==> config.mk <==
export PLATFORM = sky130hd
export DESIGN_NAME = tcap_unit
export DESIGN_NICKNAME = d
export VERILOG_FILES = /design/src/rtl/tcap_pkg.sv /design/src/rtl/tcap_edge.sv /design/src/rtl/tcap_counter.sv /design/src/rtl/tcap_chan.sv /design/src/rtl/tcap_unit.sv
export SDC_FILE = /design/constraint.sdc
export NUM_CORES = 1
export LEC_CHECK = 0
export ABC_AREA = 1
export ABC_CLOCK_PERIOD_IN_PS = 3500
export CORE_UTILIZATION = 25
export CTS_CLUSTER_SIZE = 40
export DETAILED_ROUTE_END_ITERATION = 7
export PLACE_DENSITY = 0.51
export SYNTH_ARGS = -nofsm -noshare
export SYNTH_HDL_FRONTEND = slang
export SYNTH_SLANG_ARGS = --single-unit
==> constraint.sdc <==
create_clock -name clk -period 3.5 [get_ports clk]
set_clock_uncertainty 0.1 [all_clocks]
set_input_delay 0.7 -clock clk [delete_from_list [all_inputs] [get_ports clk]]
set_output_delay 0.7 -clock clk [all_outputs]
set_load 0.05 [all_outputs]
==> src/rtl/tcap_pkg.sv <==
package tcap_pkg;
    typedef enum logic {
        LVL_LOW  = 1'b0,
        LVL_HIGH = 1'b1
    } lvl_e;

    localparam int CFG_BITS = 3;
    localparam int RE_OFS   = 0;
    localparam int FE_OFS   = 1;
    localparam int IE_OFS   = 2;

    localparam int ADR_CFG   = 0;
    localparam int ADR_RUN   = 1;
    localparam int ADR_COUNT = 2;
    localparam int ADR_FLAG  = 3;
    localparam int ADR_CAP0  = 4;
endpackage

==> src/rtl/tcap_edge.sv <==
module tcap_edge
    import tcap_pkg::*;
(
    input  logic clk,
    input  logic rst_n,
    input  logic pin,
    output logic rise,
    output logic fall
);
    logic [1:0] sync_q;
    logic       sampled;
    lvl_e       state_q, state_d;

    assign sampled = sync_q[1];

    always_ff @(posedge clk or negedge rst_n) begin
        if (!rst_n) sync_q <= 2'b00;
        else        sync_q <= {sync_q[0], pin};
    end

    always_ff @(posedge clk or negedge rst_n) begin
        if (!rst_n) state_q <= LVL_LOW;
        else        state_q <= state_d;
    end

    always_comb begin
        state_d = state_q;
        unique case (state_q)
            LVL_LOW:  if (sampled)  state_d = LVL_HIGH;
            LVL_HIGH: if (!sampled) state_d = LVL_LOW;
        endcase
    end

    always_comb begin
        rise = 1'b0;
        fall = 1'b0;
        unique case (state_q)
            LVL_LOW:  rise = sampled;
            LVL_HIGH: fall = !sampled;
        endcase
    end

    // an edge is reported once, then the tracked level follows the pin
    p_edge_excl_r3: assert property (@(posedge clk) disable iff (!rst_n)
        !(rise && fall));
    p_rise_once_r3: assert property (@(posedge clk) disable iff (!rst_n)
        rise |=> !rise);
    p_fall_once_r4: assert property (@(posedge clk) disable iff (!rst_n)
        fall |=> !fall);
endmodule

==> src/rtl/tcap_counter.sv <==
module tcap_counter #(
    parameter int CW = 32
) (
    input  logic          clk,
    input  logic          rst_n,
    input  logic          run,
    input  logic          load,
    input  logic [CW-1:0] load_val,
    output logic [CW-1:0] count
);
    always_ff @(posedge clk or negedge rst_n) begin
        if (!rst_n)   count <= '0;
        else if (load) count <= load_val;
        else if (run)  count <= count + 1'b1;
    end

    p_count_step_r2: assert property (@(posedge clk) disable iff (!rst_n)
        (run && !load) |=> (count == $past(count) + 1'b1));
    p_count_hold_r2: assert property (@(posedge clk) disable iff (!rst_n)
        (!run && !load) |=> $stable(count));
    p_count_load_r2: assert property (@(posedge clk) disable iff (!rst_n)
        load |=> (count == $past(load_val)));
endmodule

==> src/rtl/tcap_chan.sv <==
module tcap_chan #(
    parameter int CW = 32
) (
    input  logic          clk,
    input  logic          rst_n,
    input  logic          pin,
    input  logic          re_en,
    input  logic          fe_en,
    input  logic          ie_en,
    input  logic [CW-1:0] count,
    input  logic          clr,
    output logic [CW-1:0] cap,
    output logic          flag
);
    logic rise, fall, load;

    tcap_edge u_edge (
        .clk  (clk),
        .rst_n(rst_n),
        .pin  (pin),
        .rise (rise),
        .fall (fall)
    );

    assign load = (rise && re_en) || (fall && fe_en);

    always_ff @(posedge clk or negedge rst_n) begin
        if (!rst_n)    cap <= '0;
        else if (load) cap <= count;
    end

    always_ff @(posedge clk or negedge rst_n) begin
        if (!rst_n) flag <= 1'b0;
        else        flag <= (flag && !clr) || (load && ie_en);
    end

    p_cap_value_r3: assert property (@(posedge clk) disable iff (!rst_n)
        load |=> (cap == $past(count)));
    p_cap_hold_r6: assert property (@(posedge clk) disable iff (!rst_n)
        !load |=> $stable(cap));
    p_flag_set_r7: assert property (@(posedge clk) disable iff (!rst_n)
        (load && ie_en) |=> flag);
    p_flag_src_r7: assert property (@(posedge clk) disable iff (!rst_n)
        (!flag && !(load && ie_en)) |=> !flag);
    p_set_wins_r9: assert property (@(posedge clk) disable iff (!rst_n)
        (load && ie_en && clr) |=> flag);
    p_clear_r8: assert property (@(posedge clk) disable iff (!rst_n)
        (clr && !load) |=> !flag);
endmodule

==> src/rtl/tcap_unit.sv <==
module tcap_unit
    import tcap_pkg::*;
#(
    parameter int NCH = 4,
    parameter int CW  = 32,
    parameter int AW  = 3
) (
    input  logic           clk,
    input  logic           rst_n,
    input  logic [NCH-1:0] cap_pin,
    input  logic           wr_en,
    input  logic [AW-1:0]  addr,
    input  logic [CW-1:0]  wdata,
    output logic [CW-1:0]  rd_data,
    output logic           irq
);
    localparam int CFG_W = CFG_BITS * NCH;

    logic [CFG_W-1:0] cfg_q;
    logic             run_q;
    logic [CW-1:0]    count;
    logic [NCH-1:0]   flag_vec;
    logic [NCH-1:0]   clr_vec;
    logic [CW-1:0]    cap_q [NCH];
    logic             wr_cfg, wr_run, wr_count, wr_flag;

    assign wr_cfg   = wr_en && (addr == AW'(ADR_CFG));
    assign wr_run   = wr_en && (addr == AW'(ADR_RUN));
    assign wr_count = wr_en && (addr == AW'(ADR_COUNT));
    assign wr_flag  = wr_en && (addr == AW'(ADR_FLAG));
    assign clr_vec  = wr_flag ? wdata[NCH-1:0] : '0;

    always_ff @(posedge clk or negedge rst_n) begin
        if (!rst_n) begin
            cfg_q <= '0;
            run_q <= 1'b0;
        end else begin
            if (wr_cfg) cfg_q <= wdata[CFG_W-1:0];
            if (wr_run) run_q <= wdata[0];
        end
    end

    tcap_counter #(.CW(CW)) u_counter (
        .clk     (clk),
        .rst_n   (rst_n),
        .run     (run_q),
        .load    (wr_count),
        .load_val(wdata),
        .count   (count)
    );

    for (genvar i = 0; i < NCH; i++) begin : g_chan
        tcap_chan #(.CW(CW)) u_chan (
            .clk  (clk),
            .rst_n(rst_n),
            .pin  (cap_pin[i]),
            .re_en(cfg_q[CFG_BITS*i + RE_OFS]),
            .fe_en(cfg_q[CFG_BITS*i + FE_OFS]),
            .ie_en(cfg_q[CFG_BITS*i + IE_OFS]),
            .count(count),
            .clr  (clr_vec[i]),
            .cap  (cap_q[i]),
            .flag (flag_vec[i])
        );
    end

    always_comb begin
        rd_data = '0;
        unique case (addr)
            AW'(ADR_CFG):   rd_data = CW'(cfg_q);
            AW'(ADR_RUN):   rd_data = CW'(run_q);
            AW'(ADR_COUNT): rd_data = count;
            AW'(ADR_FLAG):  rd_data = CW'(flag_vec);
            default: begin
                for (int i = 0; i < NCH; i++) begin
                    if (addr == AW'(ADR_CAP0 + i)) rd_data = cap_q[i];
                end
            end
        endcase
    end

    assign irq = |flag_vec;

    // a configuration write is what the register holds afterwards
    p_cfg_write_r10: assert property (@(posedge clk) disable iff (!rst_n)
        wr_cfg |=> (cfg_q == $past(wdata[CFG_W-1:0])));
    // irq can only rise through a flag that was not set before
    p_irq_rise_r8: assert property (@(posedge clk) disable iff (!rst_n)
        $rose(irq) |-> ($past(flag_vec) == '0));
endmodule

Word level (Yosys, flattened, before mapping). Cells that the tools add are included.

Memory bits (writable): 0. Register bits: 189. Input port bits: 42. Output and inout port bits: 33. Bits in latches: 0. ROM bits: 0. Memories: 0.

Equal/unequal tests: 7. Bitwise gates (word level): 0. Div/mod/pow operators: 0. Magnitude comparators: 0. Shift operators: 0. Multiply operators: 0. Multiplexer cells: 20. Add/sub/neg operators: 1. Reduce and logical (&&, ||, !) cells: 39.

Operators by type and width (count): $mux W32 (6); $pmux W32 S4 (1); $add A32 B1 Y32 const B (1); $logic_and A1 B1 Y1 (20); $eq A3 B3 Y1 const B (4); $mux W1 (12); $logic_not A1 Y1 (8); $logic_or A1 B1 Y1 (8); $eq A3 B2 Y1 const B (2); $mux W4 (1); $reduce_or A4 Y1 (1); $eq A3 B1 Y1 const B (1); $logic_not A3 Y1 (1); $reduce_bool A2 Y1 (1).

Depth between registers and ports, before layout. Gate-level depths: netlist (run 1).

Depth after elaboration: 6. Mapped depth: 10.

Cells and area by module. A second synthesis (run 1) with hierarchy kept.

Cells, all modules: 1392. Area total of the unflattened synthesis: 10168.5 um^2.

Modules (own cells, without submodules): tcap_chan (cells each 145, instances 4, area an instance 1338.8 um^2); tcap_unit (cells each 459, instances 1, area an instance 2234.6 um^2); tcap_counter (cells each 325, instances 1, area an instance 2218.4 um^2); tcap_edge (cells each 7, instances 4, area an instance 90.1 um^2).

Least setup slack after synthesis (run 1). No wires, ideal clock.

Path kind: input -> output. From: input port addr[2]. To: output port rd_data[12]. Stages on the path: 5. Data required time: 2700 ps. Buffers on the path: 2. Slack: 513 ps. Data arrival time: 2187 ps. Cell sequence: buf_2 > inv_1 > nand3_2 > clkbuf_1 > o211ai_1.

Word-level cells in the longest chain between the ends: 6. Elaborated cells on any way between the ends: 13. Those cells by class: eq/ne (7); mux (5); reduce/logical (1).

Ends and longest elaborated chain: from (decl) (RTL line tcap_unit.sv:12) `input logic [AW-1:0] addr,`; $eq A3 B3 Y1 (RTL line tcap_unit.sv:76) `if (addr == AW'(ADR_CAP0 + i)) rd_data = cap_q[i];`; $mux W32 (4 in series) (RTL line tcap_unit.sv:76); $pmux W32 S4 * (RTL line tcap_unit.sv:69) `unique case (addr)`; to (decl) (RTL line tcap_unit.sv:14) `output logic [CW-1:0] rd_data,`.

Every way passes the cells marked *; elsewhere a longest branch is shown, timed or not.

Worst setup path after layout (run 1).
From: input port addr[1]. To: output port rd_data[13].

Same word-level chain as after synthesis.

==> implementation parameters, run 1 <==
Parameter                              Value

Layout
  Proportion of layout cells with a drive suffix above 1 ... 9.24%
  Final-stage net count ... between 1,000 and 1,500
  Final instance area ... 11,400 sq um
  P&R area growth vs syn ... 24.2%
  Commonest cells after routing, fill and taps aside ... nand2_1, dfrtp_1, o21ai_0
  Most common library cell in the layout ignoring fill and taps ... nand2_1

Global routing
  Initial antenna violation count ... 0
  Pin count of the biggest net entering global routing ... 80
  Global route overflow ... 0
  Global-route wire length before repair ... 44.7 mm
  Number of global-route vias before repair ... 7,744
  Total GRT Usage ... 15.3%

Clocking
  Number of buffers inserted during clock tree synthesis ... 17
  Quantity of gates resized following cts ... 0
  Count of buffers added by post-CTS timing repair for setup ... 0
  Hold bufs inserted after CTS ... 0
  CTS root buf ... clkbuf_16
  Maximum number of buffers from clock root to sink ... 2
  Clock tree from TritonCTS ... done
  Clock edge transition at the registers on the reported setup and hold paths ... 0.07 ns
  Number of levels the H-tree was split into ... 4
  Clock latency at the later pin of the worst-skew pair ... 0.43 ns
  CTS sink count ... 189

Timing
  Hold_ws ... 0.185 ns
  Post-layout min period ... about 3.3 ns
  Relative slew margins ... between 30% and 40%
  RSZ-0062 raised after global routing ... no
  Post-Route Setup TNS ... 0 ns
  Transition time at the pin with the least slew margin ... 1.01 ns
  Fin crit share ... 94.6%
  Number of hold-slack violations in the final timing report ... 0
  Number of endpoints failing setup at the final stage ... 0
  Timing-limited maximum frequency ... 302 MHz
  Max-slew violation count ... 0

Yosys
  Most used flip-flop cell after synthesis ... dfrtp_1
  Number of different library cells in the post-synthesis netlist ... 35
  Netlist area before placement ... about 9000 sq um
  Synthesis warning total ... 0
  Post-synthesis async set-or-reset flop share ... 100%
  Proportion of synthesized chip area in sequential cells ... 51.5%
  Count of state elements after synthesis ... ~190
  Synthesized instance count ... 1,154
  Number of flops mapped to enable cells by yosys ... 0
  Number of nets produced by synthesis ... 1,197
  Post-synthesis average cell area ... ~8 sq um

Worst setup path
  Critical register-to-register path startpoint ... u_counter.count[1]
  CP Capture Point ... rd_data[13]
  Arrival @ worst endpoint ... 2.51 ns
  Worst Reg2Reg Path Length in Cells ... 10
  Peak fanout along the critical path ... 5
  Required @ worst endpoint ... 2.70 ns
  Setup Crit Path Kind ... in -> out
  Worst R2R End ... u_counter.count[24]
  Startpoint type of the worst setup path ... input port
  Endpoint class of the critical path ... primary output
  Reg2Reg Setup Slack ... about 1.5 ns
  Launching instance or port of the critical path ... addr[1]

Detailed routing
  Residual DRC count ... 0
  DR WL met2 ... 12.6 mm
  DR iter-0 viols ... approximately 700
  Pre-antenna DRT Iters ... 5
  DRT antenna net count ... 0
  Aggregate routed wire length ... around 28 mm
  Detailed-route vias per instance ... 4.71
  Highest metal used ... met4
  Met1 Routed Length ... 13.3 mm
  Average wire length per cell after detail routing ... 16.5 um
  Via count ... around 8,000
  Wire length on met3 ... 1.37 mm

Die
  Core Area ... 35,800 sq um
  Initial cell density of the core ... 25.6%
  Die height ... 194 um
  I/O pin count ... 75
  Die Footprint ... around 37,000 sq um
  Chip width ... 194 um
  Std cell rows ... 69

Run
  Count of max-cap constraint violations ... 0

Power and ir drop
  Leakage dissipation ... just over 5 nW
  Pwr per Cell Area ... about 720 nW/um^2
  Max VDD drop ... 0.355 mV

Hold path
  Type of the tightest min-delay check ... in -> async

Placed design
  GP Congestion ... 0.815
  Number of input and output port buffers inserted ... between 70 and 80
  Placed cell areas ... 10,800 sq um
  Final HPWL DP ... 20.4 mm

Status
  Result of the run ... complete, no violations
synth_stat cells (9+ instances only):
cell        n  area [sq um]
nand2_1   359          1350
dfrtp_1   189          4730
o21ai_0   154           771
nand3_1   113           566
inv_1      89           334
nor2_1     57           214
a21oi_1    41           205
clkbuf_1   27           101
o211ai_1   23           173
buf_2      21           105
buf_4      10          75.1
o22ai_1     9          56.3
how the worst min path moves through the flow:
| stage | to | slack [ns] | from |
|---|---|---|---|
| after CTS | g_chan[3].u_chan.cap[15] | 0.23 | rst_n |
| after floorplan | g_chan[0].u_chan.u_edge.sync_q[1] | 0.23 | g_chan[0].u_chan.u_edge.sync_q[0] |
| final | g_chan[3].u_chan.cap[15] | 0.19 | rst_n |
| after detailed placement | g_chan[1].u_chan.u_edge.sync_q[1] | 0.24 | g_chan[1].u_chan.u_edge.sync_q[0] |
| after global routing | g_chan[3].u_chan.cap[15] | 0.24 | rst_n |
| after global placement | g_chan[2].u_chan.u_edge.sync_q[1] | 0.23 | g_chan[2].u_chan.u_edge.sync_q[0] |
critical path, stage by stage:
cell and delay, ns:
clkdlybuf4s50_1 0.53, nor2_2 0.31, nand2_1 0.21, buf_4 0.20
o22ai_1 0.16, a21oi_1 0.07, o211ai_1 0.16, buf_12 0.18
layer usage:
metal	up-vias	GRT usage (%)
li1	3900	-
met1	3805	21.9
met4	0	4.77
met3	27	2.16
met2	212	23.8
met5	-	0
report_power, final:
part	total [mW]	internal, mW	switching (mW)
logic	2.55	0.951	1.59
registers	3.52	2.96	0.566
clock network	2.13	1.28	0.846
total	8.19	5.19	3.01
through the flow:
step | worst slack [ns] | util (%) | power [mW] | instances
3_5_place_dp | 0.198 | 30.0 | 6.12 | 1655
2_1_floorplan | 0.513 | - | 4.96 | 1154
6_report | 0.187 | 31.8 | 8.19 | 1685
4_1_cts | 0.185 | 31.8 | 8.26 | 1684
3_3_place_gp | 0.182 | 30.0 | 6.07 | 1655
5_1_grt | 0.110 | 31.8 | 8.72 | 1684
cell type report:
class | instances | area [sq um]
diodes | 1 | 2.50
clock buffers | 19 | 443
clock inverters | 10 | 190
fillers | 3781 | 24400
inverters | 93 | 349
multi-input cells | 809 | 3790
flip-flops and latches | 189 | 4730
well taps | 461 | 577
repair buffers | 103 | 1320
sequential cells by signal (all words and copies together) (netlist names):
register / flops
cfg_q: 12
g_chan.u_chan.cap: 128
g_chan.u_chan.flag: 4
g_chan.u_chan.u_edge.state_q: 4
g_chan.u_chan.u_edge.sync_q: 8
run_q: 1
u_counter.count: 32
logic make-up after synthesis:
logic type / Yosys count / share of synthesized area, %
adder cells (fa/ha/maj): 1 / 0.136
flip-flops: 189 / 51.5
buffers and inverters: 156 / 7.32
XOR/XNOR: 7 / 0.668
AO/OA/AOI/OAI: 249 / 15.1
AND/OR/NAND/NOR: 551 / 25.1
multiplexers: 1 / 0.123
(Power assumes the default switching activity.)
==> run 2: changes to the inputs <==
Settings changed: CORE_MARGIN from default to 5, SLEW_MARGIN from default to 20.
==> implementation parameters, run 2 (synthesis results as in run 1) <==
Parameter                              Value

Timing
  Number of endpoints failing setup at the final stage ... 0
  Number of hold-slack violations in the final timing report ... 0
  Post-Route Setup TNS ... 0 ns
  Relative slew margins ... 50.7%
  Max-slew violation count ... 0
  RSZ-0062 raised after global routing ... no
  Post-layout min period ... approximately 3.3 ns
  Fin crit share ... 95.0%
  Transition time at the pin with the least slew margin ... 0.738 ns
  Timing-limited maximum frequency ... 301 MHz
  Hold_ws ... 0.182 ns

Die
  Die Footprint ... 40,600 sq um
  Die height ... 202 um
  Chip width ... between 200 and 250 um
  Std cell rows ... 70
  Initial cell density of the core ... around 25%
  Core Area ... roughly 36,000 sq um
  I/O pin count ... 75

Detailed routing
  DRT antenna net count ... 0
  Aggregate routed wire length ... around 28 mm
  Average wire length per cell after detail routing ... 16.7 um
  Via count ... 7,885
  Pre-antenna DRT Iters ... 5
  DR iter-0 viols ... 673
  Residual DRC count ... 0
  Detailed-route vias per instance ... about 4.6

Worst setup path
  Launching instance or port of the critical path ... addr[1]
  Slowest cell on crit path ... clkdlybuf4s50_1
  Critical path depth ... 7
  Startpoint type of the worst setup path ... input port
  Family of cells with the greatest summed delay on the critical path ... buffers and inverters
  Worst R2R End ... g_chan[1].u_chan.cap[15]
  Dominant cell type by count on the critical path ... buf_4
  Peak fanout along the critical path ... 6
  Max incr delay on CP ... between 0.5 and 0.6 ns
  Required @ worst endpoint ... 2.70 ns
  Setup Crit Path Kind ... in -> out
  Reg2Reg Setup Slack ... 1.46 ns
  Worst Reg2Reg Path Length in Cells ... 4
  Critical register-to-register path startpoint ... cfg_q[3]
  Cell chain of the critical path ... clkdlybuf4s50_1 -> nor2_4 -> nand2_1 -> buf_4 -> o2111ai_1 -> buf_4 -> buf_12
  CP Capture Point ... rd_data[10]
  Arrival @ worst endpoint ... 2.52 ns
  Combined buffer and inverter count along the critical path ... 4
  Endpoint class of the critical path ... primary output

Layout
  Total area of sequential cells ... ~4700 sq um
  P&R area growth vs syn ... 24.6%
  Most common library cell in the layout ignoring fill and taps ... nand2_1
  Largest registers ... g_chan.u_chan.cap x128, u_counter.count x32, cfg_q x12
  Max FFs per register ... 128
  # diodes ... 0
  Multi-input gate area in the final layout ... 3800 sq um
  Commonest cells after routing, fill and taps aside ... nand2_1, dfrtp_1, o21ai_0
  Top register by number of flip-flops ... g_chan.u_chan.cap
  Proportion of layout cells with a drive suffix above 1 ... 9.84%
  Final-stage net count ... 1,260
  Number of fillers in the final layout ... just under 4,000

Global routing
  Total GRT Usage ... 14.1%
  Global-route wire length before repair ... 45.4 mm
  Pin count of the biggest net entering global routing ... 77
  Global route overflow ... 0
  Initial antenna violation count ... 0
  Number of global-route vias before repair ... 7,951

Power and ir drop
  Switching power ... around 3.0 mW
  Flop pwr share ... 43.3%
  Switching share of power ... a little under two fifths
  Pwr per Cell Area ... about 710 nW/um^2
  Proportion of power drawn by the clock network ... 25.4%
  Comb pwr share ... about 31%
  Max VDD drop ... 0.374 mV
  Power Internal ... 5.11 mW
  Leakage dissipation ... 5.09 nW

Clocking
  Clock tree from TritonCTS ... done
  Number of levels the H-tree was split into ... 4
  Clock latency at the later pin of the worst-skew pair ... 0.44 ns
  CTS root buf ... clkbuf_16
  Maximum number of buffers from clock root to sink ... 2
  CTS sink count ... 189
  Number of buffers inserted during clock tree synthesis ... 17
  Clock edge transition at the registers on the reported setup and hold paths ... 0.06 ns
  Hold bufs inserted after CTS ... 0

Placed design
  Final HPWL DP ... 20.8 mm
  GP Congestion ... 0.843
  Number of input and output port buffers inserted ... 74

Hold path
  Type of the tightest min-delay check ... in -> async

Status
  Result of the run ... complete, no violations

Run
  Count of max-cap constraint violations ... 0
## run 2: stage by stage
stage	cell area (sq um)	setup slack [ns]	total power [mW]	std cells	utilization, %
2_1_floorplan	9180	0.513	4.96	1154	-
3_3_place_gp	10800	0.0777	6.09	1666	29.6
3_5_place_dp	10800	0.0553	6.14	1666	29.6
4_1_cts	11400	0.0555	8.23	1698	31.3
5_1_grt	11400	0.0406	8.67	1698	31.4
6_report	11400	0.176	8.15	1698	31.4
## run 2: layer usage
metal | part of all wire (%) | global-route usage [%] | vias up
li1 | - | - | 3912
met5 | 0 | 0 | -
met3 | 3.8 | 2.48 | 21
met2 | 47 | 22.7 | 169
met4 | 1.2 | 3.71 | 0
met1 | 48 | 19.8 | 3783
## run 2: area by class of cell
cell class | instances | area share [%]
repair buffers | 107 | 11.8
flip-flops and latches | 189 | 41.4
clock buffers | 20 | 4.08
well taps | 468 | 5.12
inverters | 93 | 3.05
clock inverters | 12 | 1.39
multi-input cells | 809 | 33.2
## run 2: power by group through the flow
stage / registers (mW) / clock network (mW) / logic, mW
after floorplan: 3.35 / 0 / 1.62
after global placement: 3.55 / 0 / 2.54
after detailed placement: 3.56 / 0 / 2.58
after CTS: 3.53 / 2.12 / 2.58
after global routing: 3.63 / 2.20 / 2.84
final: 3.53 / 2.07 / 2.55
## run 2: repair_timing
item                       4_1_cts  5_1_grt
setup endpoints to repair        0        6
hold endpoints to repair         0        0
setup buffers                    0        0
gates resized for setup          0        1
## run 2: worst min path at each step
stage | start | depth (start not counted) | slack (ns) | endpoint
after detailed placement | g_chan[2].u_chan.u_edge.sync_q[0] | 0 | 0.24 | g_chan[2].u_chan.u_edge.sync_q[1]
after CTS | rst_n | 1 | 0.20 | g_chan[3].u_chan.cap[15]
after global placement | g_chan[2].u_chan.u_edge.sync_q[0] | 0 | 0.24 | g_chan[2].u_chan.u_edge.sync_q[1]
after floorplan | g_chan[0].u_chan.u_edge.sync_q[0] | 0 | 0.23 | g_chan[0].u_chan.u_edge.sync_q[1]
final | rst_n | 1 | 0.18 | g_chan[3].u_chan.cap[13]
after global routing | rst_n | 1 | 0.23 | g_chan[3].u_chan.cap[13]
